==> config.mk <==
export PLATFORM = sky130hd
export DESIGN_NAME = led_status_pattern
export DESIGN_NICKNAME = d
export VERILOG_FILES = /design/src/rtl/led_pat_pkg.sv /design/src/rtl/led_ms_tick.sv /design/src/rtl/led_phase_ctr.sv /design/src/rtl/led_pat_decode.sv /design/src/rtl/led_status_pattern.sv
export SDC_FILE = /design/constraint.sdc
export NUM_CORES = 1
export LEC_CHECK = 0
export ABC_CLOCK_PERIOD_IN_PS = 5000
export CORE_MARGIN = 1
export CORE_UTILIZATION = 55
export DETAILED_ROUTE_END_ITERATION = 8
export PLACE_DENSITY = 0.8
export SLEW_MARGIN = 10
export SYNTH_ARGS = -nofsm -noshare
export SYNTH_HDL_FRONTEND = slang
export SYNTH_SLANG_ARGS = --single-unit
==> constraint.sdc <==
create_clock -name clk_i -period 5 [get_ports clk_i]
set_clock_uncertainty 0.1 [all_clocks]
set_input_delay 0.5 -clock clk_i [delete_from_list [all_inputs] [get_ports clk_i]]
set_output_delay 0.5 -clock clk_i [all_outputs]
set_load 0.01 [all_outputs]
==> src/rtl/led_pat_pkg.sv <==
package led_pat_pkg;

  typedef enum logic [3:0] {
    ST_NO_TARGET = 4'd0,
    ST_LINK_A    = 4'd1,
    ST_LINK_B    = 4'd2,
    ST_STORAGE   = 4'd3,
    ST_TGT_SEEN  = 4'd4,
    ST_CB_SEEN   = 4'd5,
    ST_RX_DATA   = 4'd6,
    ST_SERIAL    = 4'd7,
    ST_CAPTURE   = 4'd8,
    ST_ARMED     = 4'd9
  } led_code_e;

  localparam int MAX_PULSES = 3;
  localparam int MS_PER_SEC = 1000;

endpackage

==> src/rtl/led_ms_tick.sv <==
module led_ms_tick #(
  parameter int TICK_DIV = 125000
) (
  input  logic clk_i,
  input  logic rst_i,
  output logic tick_o
);
  generate
    if (TICK_DIV <= 1) begin : g_pass
      assign tick_o = 1'b1;
    end else begin : g_div
      localparam int CW = $clog2(TICK_DIV);
      logic [CW-1:0] cnt_q;
      assign tick_o = (cnt_q == CW'(TICK_DIV - 1));
      always_ff @(posedge clk_i) begin
        if (rst_i)       cnt_q <= '0;
        else if (tick_o) cnt_q <= '0;
        else             cnt_q <= cnt_q + 1'b1;
      end
    end
  endgenerate
endmodule

==> src/rtl/led_phase_ctr.sv <==
module led_phase_ctr #(
  parameter int PERIOD_MS = 1000,
  parameter int PH_W      = 10
) (
  input  logic            clk_i,
  input  logic            rst_i,
  input  logic            tick_i,
  output logic [PH_W-1:0] phase_o,
  output logic            wrap_o
);
  logic last_ms;
  assign last_ms = (phase_o == PH_W'(PERIOD_MS - 1));
  assign wrap_o  = tick_i && last_ms;

  always_ff @(posedge clk_i) begin
    if (rst_i)       phase_o <= '0;
    else if (wrap_o) phase_o <= '0;
    else if (tick_i) phase_o <= phase_o + 1'b1;
  end
endmodule

==> src/rtl/led_pat_decode.sv <==
module led_pat_decode
  import led_pat_pkg::*;
#(
  parameter int PERIOD_MS    = 1000,
  parameter int GAP_MS       = 100,
  parameter int FLASH_MS     = 20,
  parameter int SERIAL_ON_MS = 300,
  parameter int SLOW_MS      = 200,
  parameter int FAST_MS      = 100,
  parameter int PH_W         = 10
) (
  input  logic [3:0]      code_i,
  input  logic [PH_W-1:0] phase_i,
  output logic            level_o
);
  int ph;
  assign ph = int'(phase_i);

  logic [MAX_PULSES-1:0] gap_hit   [MAX_PULSES];
  logic [MAX_PULSES-1:0] flash_hit [MAX_PULSES];
  logic [MAX_PULSES-1:0] in_gap, in_flash;

  // Row c holds the windows of the (c+1)-pulse patterns, evenly spread.
  for (genvar c = 0; c < MAX_PULSES; c++) begin : g_cnt
    for (genvar i = 0; i < MAX_PULSES; i++) begin : g_slot
      localparam int START = (PERIOD_MS * i) / (c + 1);
      if (i <= c) begin : g_on
        assign gap_hit[c][i]   = (ph >= START) && (ph < START + GAP_MS);
        assign flash_hit[c][i] = (ph >= START) && (ph < START + FLASH_MS);
      end else begin : g_off
        assign gap_hit[c][i]   = 1'b0;
        assign flash_hit[c][i] = 1'b0;
      end
    end
    assign in_gap[c]   = |gap_hit[c];
    assign in_flash[c] = |flash_hit[c];
  end

  always_comb begin
    case (code_i)
      ST_NO_TARGET: level_o = (ph % SLOW_MS) < (SLOW_MS / 2);
      ST_LINK_A:    level_o = !in_gap[0];
      ST_LINK_B:    level_o = !in_gap[1];
      ST_STORAGE:   level_o = !in_gap[2];
      ST_TGT_SEEN:  level_o = in_flash[0];
      ST_CB_SEEN:   level_o = in_flash[1];
      ST_RX_DATA:   level_o = in_flash[2];
      ST_SERIAL:    level_o = ph < SERIAL_ON_MS;
      ST_CAPTURE:   level_o = (ph % FAST_MS) < (FAST_MS / 2);
      ST_ARMED:     level_o = (ph % FAST_MS) >= FLASH_MS;
      default:      level_o = 1'b0;
    endcase
  end
endmodule

==> src/rtl/led_status_pattern.sv <==
module led_status_pattern
  import led_pat_pkg::*;
#(
  parameter int CLK_FREQ_HZ  = 125000000,
  parameter int PERIOD_MS    = 1000,
  parameter int GAP_MS       = 100,
  parameter int FLASH_MS     = 20,
  parameter int SERIAL_ON_MS = 300,
  parameter int SLOW_MS      = 200,
  parameter int FAST_MS      = 100
) (
  input  logic       clk_i,
  input  logic       rst_i,
  input  logic [3:0] state_i,
  output logic       led_o
);
  localparam int TICK_DIV = CLK_FREQ_HZ / MS_PER_SEC;
  localparam int PH_W     = $clog2(PERIOD_MS);

  logic            ms_tick;
  logic            period_wrap;
  logic [PH_W-1:0] phase_q;
  logic [3:0]      code_q;
  logic            level;

  led_ms_tick #(.TICK_DIV(TICK_DIV)) u_tick (
    .clk_i (clk_i),
    .rst_i (rst_i),
    .tick_o(ms_tick)
  );

  led_phase_ctr #(.PERIOD_MS(PERIOD_MS), .PH_W(PH_W)) u_phase (
    .clk_i  (clk_i),
    .rst_i  (rst_i),
    .tick_i (ms_tick),
    .phase_o(phase_q),
    .wrap_o (period_wrap)
  );

  // The state code only moves at a frame wrap, so a pulse is never truncated.
  always_ff @(posedge clk_i) begin
    if (rst_i)            code_q <= ST_NO_TARGET;
    else if (period_wrap) code_q <= state_i;
  end

  led_pat_decode #(
    .PERIOD_MS   (PERIOD_MS),
    .GAP_MS      (GAP_MS),
    .FLASH_MS    (FLASH_MS),
    .SERIAL_ON_MS(SERIAL_ON_MS),
    .SLOW_MS     (SLOW_MS),
    .FAST_MS     (FAST_MS),
    .PH_W        (PH_W)
  ) u_dec (
    .code_i (code_q),
    .phase_i(phase_q),
    .level_o(level)
  );

  always_ff @(posedge clk_i) begin
    if (rst_i) led_o <= 1'b0;
    else       led_o <= level;
  end
endmodule

==> impl_summary.txt, run 1 <==
----------------------------------------------------
[CTS]
  Num Clock Sinks ... 32
  CTS max path bufs ... 2
  Buffer cell driving the clock tree root ... clkbuf_8
  Post-CTS Resized ... 0
  CTS tree ... done
  CTS hold repair buffers ... 0
  Clock insertion delay at the later pin of the skew report ... roughly 280 ps
  Total setup buffers inserted after CTS ... 0
  Register clock-pin slew on the reported worst setup and hold paths ... 60 ps
  Number of buffers created by CTS ... 5
  Total number of H-tree levels ... 2

[Timing]
  Achievable frequency ... 231 MHz
  Number of failing setup endpoints in the final timing report ... 0
  Final worst-path setup slack ... between 600 and 700 ps
  Total negative setup slack ... 0 ps
  Minimum clock period ... 4330 ps
  Unrepaired setup endpoints after global routing ... false
  Share of the cycle needed by the critical path after routing ... 0.866
  Pins Over Slew Limit ... 0
  Rel. slew slack ... 0.446
  Number of hold violations in the final report ... 0
  Least-Margin Pin Slew ... around 820 ps

[Drt]
  Total number of vias ... between 2k and 3k
  Post-route ant nets ... 0
  Detailed router's first-iteration violation count ... ~320
  TritonRoute pass-1 iters ... 5
  Total wire length ... approximately 6300 µm
  Wirelength per Cell ... approximately 15 µm
  Post-detailed-route DRC marker count ... 0
  Via-per-instance ratio ... a little over 6

[Hold path]
  Worst min-delay path class ... flip-flop to flip-flop

[Power]
  Tot Pwr ... 457 µW
  Power share of the clock group ... 0.402
  Pleak ... roughly 1.0 nW
  Internal power ... roughly 360 µW
  Net switching power figure ... between 90 and 100 µW
  Power per cell area ... approximately 160 mW/mm²
  Combinational power share ... 0.031
  Switching share of power ... 0.215
  Part of the power in registers ... 0.567
  Largest vdd supply drop ... about 0.00022 V

[Logic synthesis]
  Number of flops mapped to enable cells by yosys ... 0
  Count of yosys warnings during synthesis ... 0
  Most common cell in the netlist ... nor2_1
  Top post-synthesis cells by count ... 60 x nor2_1, 32 x dfxtp_1, 30 x nand2_1
  Post-Syn Area per Cell ... 7.22 µm²
  Synthesized area ... approximately 0.0027 mm²
  Post-synthesis instance total ... about 370
  Number of storage elements in the synthesis netlist ... 32
  Primary flip-flop cell chosen by synthesis mapping ... dfxtp_1
  Net count of the mapped netlist ... around 380
  Ranking of synthesized cells by area ... dfxtp_1 24%, nor2_1 8.4%, xnor2_1 4.9%
  Fraction of the yosys area taken by sequential cells ... 0.239
  Share of the synthesized area in the top cell type ... 0.239
  Cell type with the highest aggregate area in the netlist ... dfxtp_1
  Proportion of synthesized flip-flops having asynchronous set or reset ... 0
  Library cells used by synthesis ... between 60 and 70

[GRT]
  Maximum number of pins on one net before global-route repair ... 28
  Total global routing overflow ... 0
  GR Util All Layers ... 0.260
  Via count of the first global-routing pass ... between 2k and 2.5k
  Antenna violations before repair ... 0
  First-pass GRT wire length ... about 11,000 µm

[Cells and area]
  Count of filler cells inserted in the layout ... 415
  Synthesis-to-layout area growth ... 4.99%
  Final core utilization ... 0.597
  Share of post-route cells with drive strength above 1 ... 0.0632
  Register cell area after layout ... between 600 and 700 µm²
  Nets ... approximately 380
  Area of all placed cells without fillers ... roughly 0.0028 mm²
  Total area of multi-input combinational cells ... 0.00189 mm²
  Number of diodes added for antenna fixing ... 0

[Floorplanning]
  Die Y-Extent ... 71.9 µm
  Overall die area ... around 0.0052 mm²
  Area of the core region ... about 0.0047 mm²
  Die X-Extent ... approximately 70 µm
  Number of top-level pins ... 7
  Starting density of the core ... 0.568
  Standard-cell row count ... 25

[Placed design]
  HPWL after DPL ... about 4600 µm
  Post-place setup slack ... 735 ps
  Routability-driven placement congestion ratio ... ~1.0
  Area after detailed placement ... around 0.0027 mm²
  Number of input and output port buffers inserted ... 6

[Run]
  Max_cap viols ... 0

[Setup path]
  Startpoint kind of the worst setup timing path ... flip-flop
  Worst setup path startpoint ... u_phase.phase_o[5]
  Critical setup path kind ... flip-flop to flip-flop
  Number of cells on the worst reg-to-reg path ... 13
  Capturing point of the worst reg2reg path ... led_o
  R2R setup slack ... 670 ps
  Source of the worst register-to-register timing path ... u_phase.phase_o[5]
  Critical Path Sink ... led_o
  Sort of element at the end of the critical path ... flip-flop
  Required time of the critical path ... ~5000 ps
  Peak fanout along the critical path ... 19
  Arrival time worst endpoint ... approximately 4400 ps

[Status]
  Result of the run ... complete, no violations

----------------------------------------------------
## routing by layer
layer / up-vias / GRT usage / share of wire
met2: 94 / 0.422 / 0.46
li1: 1309 / - / -
met3: 12 / 0.0408 / 0.053
met4: 0 / 0.102 / 0.022
met5: - / 0 / 0
met1: 1264 / 0.346 / 0.46
## cell type report
type	instances	share of cell area
Clock inverter	1	0.00178
Tap cell	67	0.0297
Multi-Input combinational cell	305	0.672
Timing Repair Buffer	9	0.0293
Clock buffer	6	0.0257
Inverter	11	0.0146
Sequential cell	32	0.227
## cells by family after synthesis
| family | share of synthesized area |
|---|---|
| and+or+nand+nor | 0.324 |
| DFF | 0.239 |
| adders and majority gates | 0.0354 |
| AOI/OAI and AO/OA | 0.220 |
| buffers and inverters | 0.0564 |
| xor gates and xnor gates | 0.0848 |
| muxes | 0.0410 |
## power by group through the flow
| stage | sequential (mW) | combinational [mW] | clock (mW) |
|---|---|---|---|
| 6_report | 0.259 | 0.0142 | 0.184 |
| 3_3_place_gp | 0.265 | 0.0140 | 0 |
| 3_5_place_dp | 0.265 | 0.0143 | 0 |
| 2_1_floorplan | 0.265 | 0.00816 | 0 |
| 4_1_cts | 0.259 | 0.0143 | 0.189 |
| 5_1_grt | 0.259 | 0.0157 | 0.200 |
## critical path: stages, from the launching register on
cell      delay [ps]
dfxtp_1          490
o31ai_1          460
inv_1             90
ha_1             320
o21ai_1          310
a31oi_1          300
nor3_1           590
nor3b_1          160
or2_1            270
a211oi_2         330
and2_1           330
mux2i_1          230
o211a_1          160
o211ai_1          80
## layout by cell type, fill, tap and decap left out, types with 3 or more instances in the layout
cell / n
o21a_1: 6
o211ai_1: 9
inv_1: 10
buf_4: 3
mux2i_1: 11
ha_1: 6
nor4_1: 6
or2_2: 7
clkbuf_8: 5
nand3_1: 16
o21ai_0: 15
a21o_1: 3
a21oi_1: 14
nor3_1: 21
o211a_1: 3
xor2_1: 11
dfxtp_1: 32
clkdlybuf4s50_1: 6
nand3b_1: 4
xnor2_1: 15
nor2_1: 60
nand2b_1: 5
and2_1: 6
nand2_1: 30
a31oi_1: 4
nand4_1: 8
or3_1: 3
## sequential cells by signal (all words and copies together) (netlist names)
signal,flops
u_tick.g_div.cnt_q,17
u_phase.phase_o,10
code_q,4
led_o,1
## through the flow
| step | instances | hold WS [ps] |
|---|---|---|
| floorplan | 372 | 318 |
| global placement | 424 | 326 |
| CTS | 431 | 348 |
| global route | 431 | 374 |
| finish | 431 | 344 |
| detailed placement | 424 | 334 |
## worst min-delay path by stage
stage / startpoint / endpoint / slack (ps) / cells past startpoint
after CTS: u_tick.g_div.cnt_q[0] / u_tick.g_div.cnt_q[0] / 350 / 1
final: u_tick.g_div.cnt_q[0] / u_tick.g_div.cnt_q[0] / 340 / 1
after detailed placement: u_tick.g_div.cnt_q[0] / u_tick.g_div.cnt_q[0] / 330 / 1
after global placement: u_tick.g_div.cnt_q[0] / u_tick.g_div.cnt_q[0] / 330 / 1
after global routing: u_tick.g_div.cnt_q[0] / u_tick.g_div.cnt_q[0] / 370 / 1
after floorplan: u_tick.g_div.cnt_q[0] / u_tick.g_div.cnt_q[0] / 320 / 1
No activity file was read; power rests on OpenSTA's default activity.
==> run 2, diff against run 1 <==
- ABC_CLOCK_PERIOD_IN_PS: 5000 -> default
- CORE_MARGIN: 1 -> 4
- SKIP_CTS_REPAIR_TIMING: default -> 1
==> impl_summary.txt, run 2 (same netlist as run 1, synthesis figures left out) <==
----------------------------------------------------
[Status]
  Result of the run ... complete, no violations

[GRT]
  Maximum number of pins on one net before global-route repair ... 28 (unchanged)
  First-pass GRT wire length ... 10,900 µm (+2.0%)
  GR Util All Layers ... 0.216 (-0.0445)
  Total global routing overflow ... 0 (unchanged)
  Antenna violations before repair ... 0 (unchanged)
  Via count of the first global-routing pass ... 2,375 (+1.0%)

[Drt]
  TritonRoute pass-1 iters ... 5 (unchanged)
  Wirelength per Cell ... 14.6 µm (+0.75%)
  Post-route ant nets ... 0 (unchanged)
  Post-detailed-route DRC marker count ... 0 (unchanged)
  Via-per-instance ratio ... 6.14 (-1.2%)
  Total wire length ... 6300 µm (+0.75%)
  Detailed router's first-iteration violation count ... 283 (-11%)
  Total number of vias ... 2,646 (-1.2%)

[Setup path]
  List of cells traversed by the critical path ... o31ai_1, inv_1, ha_1, o21ai_1, a31oi_1, nor3_1, nor3b_1, or2_1, a211oi_2, and2_1, mux2i_1, o211a_1, o211ai_1
  Startpoint kind of the worst setup timing path ... flip-flop
  Peak fanout along the critical path ... 19 (unchanged)
  Family with the most delay on the worst path ... compound AO/OA/AOI/OAI gates
  CP Buf/Inv Count ... 1 (unchanged)
  Slowest stage cell, crit path ... nor3_1
  R2R setup slack ... 680 ps (about the same)
  Arrival time worst endpoint ... 4380 ps (-20 ps)
  Required time of the critical path ... 5060 ps (about the same)
  Stages on worst setup path ... 13 (unchanged)
  Critical Path Sink ... led_o
  Sort of element at the end of the critical path ... flip-flop
  Source of the worst register-to-register timing path ... u_phase.phase_o[5]
  Critical setup path kind ... flip-flop to flip-flop
  Stage delay of the slowest cell on the critical path ... 590 ps (about the same)
  Number of cells on the worst reg-to-reg path ... 13 (unchanged)
  Capturing point of the worst reg2reg path ... led_o
  Worst setup path startpoint ... u_phase.phase_o[5]

[Timing]
  Number of failing setup endpoints in the final timing report ... 0 (unchanged)
  Pins Over Slew Limit ... 0 (unchanged)
  Number of hold violations in the final report ... 0 (unchanged)
  Final worst-path setup slack ... 680 ps (+11.2 ps)
  Rel. slew slack ... 0.466 (+0.0203)
  Least-Margin Pin Slew ... 794 ps (-30.3 ps)
  Total negative setup slack ... 0 ps (unchanged)
  Minimum clock period ... 4320 ps (-11.2 ps)
  Unrepaired setup endpoints after global routing ... false
  Achievable frequency ... 231 MHz (+0.26%)
  Share of the cycle needed by the critical path after routing ... 0.864 (-0.00224)
  Worst hold slack across all endpoints ... 349 ps (+4.35 ps)

[Hold path]
  Worst hold path stage count ... 1 (unchanged)
  Worst min-delay path class ... flip-flop to flip-flop

[Power]
  Pleak ... 0.994 nW (-0.20%)
  Part of the power in registers ... 0.541 (-0.026)
  Largest vdd supply drop ... 0.000193 V (-13%)
  Net switching power figure ... 102 µW (+3.9%)
  Switching share of power ... 0.213 (-0.00150)
  Combinational power share ... 0.030 (about the same)
  Power per cell area ... 169 mW/mm² (+4.3%)
  Internal power ... 376 µW (+4.8%)
  Power share of the clock group ... 0.428 (+0.026)

[Cells and area]
  Share of post-route cells with drive strength above 1 ... 0.0632 (unchanged)
  Most frequent standard cell in the layout excluding fill and tap cells ... nor2_1
  Nets ... 375 (-0.27%)
  Leading registers by flop count ... u_tick.g_div.cnt_q x17, u_phase.phase_o x10, code_q x4
  Register with the most flip-flops ... u_tick.g_div.cnt_q
  Top library cells by usage in the layout, fill and taps aside ... 60 x nor2_1, 32 x dfxtp_1, 30 x nand2_1
  Synthesis-to-layout area growth ... 5.31%
  Flip-flop count of the largest register, all copies and words added ... 17 (unchanged)
  Number of diodes added for antenna fixing ... 0 (unchanged)
  Final std cells w/o fill ... 431 (unchanged)

[CTS]
  CTS max path bufs ... 2 (unchanged)
  Num Clock Sinks ... 32 (unchanged)
  Clock insertion delay at the later pin of the skew report ... 280 ps (about the same)
  Number of buffers created by CTS ... 5 (unchanged)
  Buffer cell driving the clock tree root ... clkbuf_8
  Total number of H-tree levels ... 2 (unchanged)
  CTS tree ... done
  Register clock-pin slew on the reported worst setup and hold paths ... 70 ps (about the same)

[Placed design]
  Number of input and output port buffers inserted ... 6 (unchanged)
  Post-place setup slack ... 771 ps (+36.6 ps)
  Number of placed cells counting well taps ... 423 (-0.24%)
  HPWL after DPL ... 4510 µm (-2.7%)
  Routability-driven placement congestion ratio ... 1.05 (+0.44%)

[Run]
  Max_cap viols ... 0 (unchanged)

[Floorplanning]
  Area of the core region ... 0.00472 mm² (unchanged)
  Die X-Extent ... 77.9 µm (+8.3%)
  Standard-cell row count ... 25 (unchanged)
  Starting density of the core ... 0.568 (unchanged)
  Number of top-level pins ... 7 (unchanged)
  Die Y-Extent ... 77.9 µm (+8.3%)
  Overall die area ... 0.00606 mm² (+17%)

----------------------------------------------------
run 2: changes by cell type in the layout (fill, tap and decap cells not counted):
cell        previous run  this run
clkbuf_8               5         6
buf_4                  3         2
clkinvlp_4             0         1
clkinv_2               1         0
run 2: layout make-up:
class / count / area (µm²)
clock inverter: 1 / 7.51
sequential: 32 / 641
timing repair buffer: 8 / 75.1
clock buffer: 7 / 86.3
inverter: 11 / 41.3
fill: 422 / 1900
multi-input combinational: 305 / 1890
tap: 67 / 83.8
run 2: worst min path at each step:
stage,from,to
6_report,u_tick.g_div.cnt_q[0],u_tick.g_div.cnt_q[0]
2_1_floorplan,u_tick.g_div.cnt_q[0],u_tick.g_div.cnt_q[0]
5_1_grt,u_tick.g_div.cnt_q[0],u_tick.g_div.cnt_q[0]
3_3_place_gp,u_tick.g_div.cnt_q[0],u_tick.g_div.cnt_q[0]
4_1_cts,u_tick.g_div.cnt_q[0],u_tick.g_div.cnt_q[0]
3_5_place_dp,u_tick.g_div.cnt_q[0],u_tick.g_div.cnt_q[0]
run 2: routing by layer:
metal | track usage | routed length [µm] | vias to the layer above
met5 | 0 | 0 | -
met4 | 0.0783 | 161 | 0
met3 | 0.0255 | 423 | 19
met2 | 0.364 | 2870 | 110
met1 | 0.280 | 2850 | 1204
li1 | - | - | 1313
run 2: worst register-to-register path, stage by stage, from the launching register on:
cell and delay, ps:
dfxtp_1 490, o31ai_1 460, inv_1 80, ha_1 320, o21ai_1 310, a31oi_1 300, nor3_1 590, nor3b_1 170
or2_1 270, a211oi_2 330, and2_1 320, mux2i_1 210, o211a_1 160, o211ai_1 80
run 2: stage by stage:
step	instance area, µm²	utilization	total power [mW]
2_1_floorplan	2690	-	0.273
3_3_place_gp	2730	0.579	0.279
3_5_place_dp	2730	0.579	0.279
4_1_cts	2830	0.599	0.481
5_1_grt	2830	0.599	0.495
6_report	2830	0.599	0.478
run 2: power by group through the flow:
stage | Clock (mW) | Sequential [mW] | Combinational [mW]
2_1_floorplan | 0 | 0.265 | 0.00816
3_3_place_gp | 0 | 0.265 | 0.0139
4_1_cts | 0.207 | 0.259 | 0.0147
6_report | 0.205 | 0.259 | 0.0144
3_5_place_dp | 0 | 0.265 | 0.0146
5_1_grt | 0.219 | 0.259 | 0.0166
